<file path="src/rtl/steer_guard_pkg.sv">
`timescale 1ns/1ps
package steer_guard_pkg;

  // Output state of the validator; the encoding equals the output level.
  typedef enum logic {
    GUARD_LOW  = 1'b0,
    GUARD_HIGH = 1'b1
  } guard_state_e;

  // Converts a time in milliseconds into reference-clock cycles.
  function automatic int unsigned ms_to_cycles(input int unsigned ref_hz,
                                               input int unsigned ms);
    return (ref_hz / 1000) * ms;
  endfunction

endpackage

</file>
<file path="src/rtl/steer_guard_sync.sv">
`timescale 1ns/1ps
module steer_guard_sync #(
  parameter int unsigned STAGES = 2
) (
  input  logic clk_i,
  input  logic rst_i,
  input  logic clr_i,
  input  logic d_i,
  output logic q_o
);

  if (STAGES == 0) begin : g_bypass
    assign q_o = d_i;
  end else begin : g_chain
    logic [STAGES-1:0] sh;

    for (genvar g = 0; g < STAGES; g++) begin : g_stage
      logic nxt;
      logic q;
      if (g == 0) begin : g_first
        assign nxt = d_i;
      end else begin : g_next
        assign nxt = sh[g-1];
      end
      always_ff @(posedge clk_i) begin
        if (rst_i || clr_i) q <= 1'b0;
        else                q <= nxt;
      end
      assign sh[g] = q;
    end

    assign q_o = sh[STAGES-1];

    // power-down empties the whole chain so the next burst starts fresh
    p_chain_flush_r8: assert property (@(posedge clk_i) disable iff (rst_i)
      clr_i |=> (sh == '0));
  end

endmodule

</file>
<file path="src/rtl/steer_guard_timer.sv">
`timescale 1ns/1ps
module steer_guard_timer #(
  parameter int unsigned PRESENT_CYC = 8,
  parameter int unsigned ABSENT_CYC  = 8
) (
  input  logic clk_i,
  input  logic rst_i,
  input  logic clr_i,
  input  logic run_i,
  input  logic sel_absent_i,
  output logic done_o
);

  localparam int unsigned MAX_CYC = (PRESENT_CYC > ABSENT_CYC) ? PRESENT_CYC : ABSENT_CYC;
  localparam int unsigned CNT_W   = (MAX_CYC > 1) ? $clog2(MAX_CYC) : 1;
  localparam logic [CNT_W-1:0] LAST_P   = CNT_W'(PRESENT_CYC - 1);
  localparam logic [CNT_W-1:0] LAST_A   = CNT_W'(ABSENT_CYC - 1);
  localparam logic [CNT_W-1:0] LAST_MAX = CNT_W'(MAX_CYC - 1);

  logic [CNT_W-1:0] cnt;
  logic [CNT_W-1:0] last;

  assign last   = sel_absent_i ? LAST_A : LAST_P;
  assign done_o = run_i && !clr_i && (cnt == last);

  always_ff @(posedge clk_i) begin
    if (rst_i || clr_i || !run_i || done_o) cnt <= '0;
    else                                    cnt <= cnt + 1'b1;
  end

  // the count never passes the longer guard interval
  p_cnt_range_r2: assert property (@(posedge clk_i) disable iff (rst_i)
    cnt <= LAST_MAX);

  // a break in the timed condition restarts the interval
  p_break_restart_r3: assert property (@(posedge clk_i) disable iff (rst_i)
    (!run_i && !clr_i) |=> (cnt == '0));

endmodule

</file>
<file path="src/rtl/steer_guard_validator.sv">
`timescale 1ns/1ps
module steer_guard_validator
  import steer_guard_pkg::*;
#(
  parameter int unsigned REF_HZ      = 1_000_000,
  parameter int unsigned PRESENT_MS  = 40,
  parameter int unsigned ABSENT_MS   = 40,
  parameter int unsigned PRESENT_CYC = ms_to_cycles(REF_HZ, PRESENT_MS),
  parameter int unsigned ABSENT_CYC  = ms_to_cycles(REF_HZ, ABSENT_MS),
  parameter int unsigned SYNC_STAGES = 2
) (
  input  logic clk_i,
  input  logic rst_i,
  input  logic est_i,
  input  logic pwdn_i,
  output logic dly_o
);

  guard_state_e state;
  logic         est_s;
  logic         run;
  logic         done;

  steer_guard_sync #(
    .STAGES (SYNC_STAGES)
  ) u_sync (
    .clk_i (clk_i),
    .rst_i (rst_i),
    .clr_i (pwdn_i),
    .d_i   (est_i),
    .q_o   (est_s)
  );

  // Low: time how long the flag is present. High: time how long it is absent.
  assign run = (state == GUARD_LOW) ? est_s : !est_s;

  steer_guard_timer #(
    .PRESENT_CYC (PRESENT_CYC),
    .ABSENT_CYC  (ABSENT_CYC)
  ) u_timer (
    .clk_i        (clk_i),
    .rst_i        (rst_i),
    .clr_i        (pwdn_i),
    .run_i        (run),
    .sel_absent_i (state == GUARD_HIGH),
    .done_o       (done)
  );

  always_ff @(posedge clk_i) begin
    if (rst_i || pwdn_i)  state <= GUARD_LOW;
    else if (done)        state <= (state == GUARD_LOW) ? GUARD_HIGH : GUARD_LOW;
  end

  assign dly_o = (state == GUARD_HIGH);

  // a rise only follows an edge that saw the synchronized flag high
  p_rise_on_present_r2: assert property (@(posedge clk_i) disable iff (rst_i)
    ($rose(dly_o) && !$past(rst_i)) |-> ($past(est_s) && !$past(pwdn_i)));

  // a fall not caused by power-down follows an edge that saw the flag low
  p_fall_on_absent_r4: assert property (@(posedge clk_i) disable iff (rst_i)
    ($fell(dly_o) && !$past(rst_i) && !$past(pwdn_i)) |-> !$past(est_s));

  // the output holds while the flag agrees with it
  p_hold_high_r6: assert property (@(posedge clk_i) disable iff (rst_i)
    (dly_o && est_s && !pwdn_i) |=> dly_o);

  p_hold_low_r6: assert property (@(posedge clk_i) disable iff (rst_i)
    (!dly_o && !est_s) |=> !dly_o);

  // power-down forces the output low on the next edge
  p_pwdn_low_r7: assert property (@(posedge clk_i) disable iff (rst_i)
    pwdn_i |=> !dly_o);

endmodule

</file>
<file path="config.mk">
export PLATFORM = sky130hd
export DESIGN_NAME = steer_guard_validator
export DESIGN_NICKNAME = d
export VERILOG_FILES = /design/src/rtl/steer_guard_pkg.sv /design/src/rtl/steer_guard_sync.sv /design/src/rtl/steer_guard_timer.sv /design/src/rtl/steer_guard_validator.sv
export SDC_FILE = /design/constraint.sdc
export NUM_CORES = 1
export LEC_CHECK = 0
export BUFFER_PORTS_ARGS = -buffer_cell sky130_fd_sc_hd__buf_4
export CAP_MARGIN = 20
export CORE_ASPECT_RATIO = 0.9
export CORE_UTILIZATION = 57
export CTS_CLUSTER_SIZE = 20
export DETAILED_ROUTE_END_ITERATION = 6
export GPL_ROUTABILITY_DRIVEN = 0
export PLACE_DENSITY = 0.85
export SYNTH_ARGS = -nofsm -noshare
export SYNTH_HDL_FRONTEND = slang
export SYNTH_SLANG_ARGS = --single-unit
</file>
<file path="constraint.sdc">
create_clock -name clk_i -period 3.5 [get_ports clk_i]
set_input_delay 0.525 -clock clk_i [delete_from_list [all_inputs] [get_ports clk_i]]
set_output_delay 0.525 -clock clk_i [all_outputs]
set_load 0.05 [all_outputs]
</file>
==> metrics <==
status=finished clean; Buf+Inv Stages, Crit Path=0; Max Buffers Root-to-Sink=2; Area Growth Syn to Fin=5.26%; Net Count, Synth=93; Skew-Pair Late Insertion Delay=0.30 ns; TNS Setup=0 ns; Min Clock Period, post-route=slightly above 2 ns; Total Power=335 uW; Hold Buf Count CTS=0; worst min path class=in -> reg; Core Rows=12; # Post-CTS Setup Buffers=0; critical path's top delay family=simple AND/OR/NAND/NOR gates; DRT iter0 DRCs=16; clock sink count=19; Finished Layout Cells=108; crit path capture type=flip-flop; Max transition margin=0.641; Overflow after GRT=0; die area=between 1500 and 2000 um^2; Final setup viols=0; Distinct cells, synth=20; Total Routed Length=1.44 mm; power per standard cell area=382 nW/um^2; Mapped Cells=88; placed cell area=850 um^2; Num CTS Buffers=3; critical path's slowest cell=or4b_1; CP required=3.68 ns; core area=1290 um^2; Starting Density=0.645; Finished Cell Area=roughly 880 um^2; vias in the first global route=527; Worst Tran Pin Value=0.538 ns; Worst Slack Setup Final=1.47 ns; critical path class=reg -> reg; Post-DP HPWL=approximately 1.0 mm; 1st-pass router iterations=4; vias=slightly above 600; dpl cells=around 100; Vias/cell=approximately 5.6; CTS-repair resized insts=0; drt drc=0; leakage=0.245 nW; period utilization=0.579; Tot GR Track Use=0.205; Max Cap Violations=0; Worst path max stage delay=0.55 ns; clock skew=0.00200 ns; H-tree depth=1; # nets final=100; Pins Over Slew Limit=0; fin util=0.679; Min Hold Slack=0.393 ns; initial antenna violation count=0; cells along the critical path=or4b_1 -> nor4_2 -> or4_1 -> nor2_1; Chip Width=42.3 um; clk slew on worst S/H paths=about 0.11 ns; crit path max fanout=16; Antenna Nets Post-Route=0; first-pass GRT wire length=2.30 mm; Mean Syn Cell Area=9.47 um^2; Die Y-Extent=38.3 um; sequential area share after synthesis=0.456; clock root buffer=clkbuf_4; Place WS=between 1 and 1.5 ns; crit path DAT=between 2 and 2.5 ns; IO Pins=5; Startpoint Class=flip-flop; largest net degree at the start of global routing=17; Antenna diodes=0; Max Clock Freq=a little under 500 MHz; CTS tree=done; Synth warnings=0; Max VDD drop=0.340 mV; routed len/inst=around 13 um; Hold Violations, Final=0; mapped cell area=833 um^2; share of cells above drive strength 1=0.117; port bufs=4; #FFs+latches synth=19; RSZ-0062 raised after global routing=no
-- power breakdown --
group	internal, mW	switching, mW
sequential	0.217	0.000357
clock	0.0427	0.0699
combinational	0.00311	0.00215
total	0.263	0.0724
-- layer usage --
| metal | track usage | up-vias | part of all wire |
|---|---|---|---|
| met5 | 0 | - | 0 |
| met4 | 0.0781 | 0 | 0.0077 |
| met3 | 0.0943 | 2 | 0.049 |
| met2 | 0.308 | 13 | 0.45 |
| met1 | 0.258 | 271 | 0.49 |
| li1 | - | 321 | - |
-- cell usage in the layout, fill, tap and decap left out --
master / n
ha_1: 1
clkbuf_4: 3
nor4_1: 5
nor2_2: 2
mux2i_1: 1
dfxtp_1: 19
clkinv_2: 1
nand2_1: 2
nand3_1: 5
inv_1: 3
or4_1: 2
nor3_1: 3
nor3b_1: 2
buf_4: 4
xor2_1: 4
nand4_1: 7
and4_1: 1
xnor2_1: 11
or4b_1: 1
nor4_2: 1
nor2_1: 16
-- final timing paths --
| path | slack, ns | cells after the start | endpoint | startpoint |
|---|---|---|---|---|
| max | 1.47 | 4 | u_timer.cnt[4]$_SDFF_PP0_ | u_timer.cnt[6]$_SDFF_PP0_ |
| min | 0.39 | 2 | u_sync.g_chain.g_stage[0].q$_SDFF_PP0_ | rst_i |
| max reg2reg | 1.47 | 4 | u_timer.cnt[4]$_SDFF_PP0_ | u_timer.cnt[6]$_SDFF_PP0_ |
| min reg2reg | 0.48 | 1 | u_sync.q_o$_SDFF_PP0_ | u_sync.g_chain.g_stage[0].q$_SDFF_PP0_ |
-- worst register-to-register path: stages (launching register included) --
cell and delay, ns:
dfxtp_1 0.38, or4b_1 0.55, nor4_2 0.35, or4_1 0.51
nor2_1 0.11
-- cell type report --
type	instances	area, um^2
Fill cell	109	414
Clock inverter	1	5.00
Inverter	3	11.3
Tap cell	14	17.5
Timing Repair Buffer	4	30.0
Multi-Input combinational cell	64	410
Clock buffer	3	22.5
Sequential cell	19	380
-- cells by family after synthesis --
group / after synthesis / share of synthesized area
XOR/XNOR: 15 / 0.158
adder cells (fa/ha/maj): 1 / 0.0150
multiplexers: 1 / 0.0120
AND/OR/NAND/NOR: 47 / 0.308
flip-flops: 19 / 0.456
buffers and inverters: 5 / 0.0511
-- registers in the layout (all words and copies together), names as in the netlist --
signal	flops
u_sync.g_chain.g_stage.q	1
dly_o	1
u_timer.cnt	16
u_sync.q_o	1
-- cells in the mapped netlist --
| library cell | count | area [um^2] |
|---|---|---|
| dfxtp_1 | 19 | 380 |
| xor2_1 | 4 | 35.0 |
| or4b_1 | 1 | 10.0 |
| nor3_1 | 3 | 15.0 |
| and4_1 | 1 | 8.76 |
| buf_6 | 1 | 11.3 |
| ha_1 | 1 | 12.5 |
| nor4_1 | 5 | 31.3 |
| nand2_1 | 2 | 7.51 |
| nor4_2 | 1 | 12.5 |
| xnor2_1 | 11 | 96.3 |
| inv_1 | 3 | 11.3 |
| nor2_1 | 16 | 60.1 |
| mux2i_1 | 1 | 10.0 |
| buf_12 | 1 | 20.0 |
| nand4_1 | 7 | 43.8 |
| or4_1 | 2 | 15.0 |
| nor2_2 | 2 | 12.5 |
| nand3_1 | 5 | 25.0 |
| nor3b_1 | 2 | 15.0 |
No activity file was read; power rests on OpenSTA's default activity.
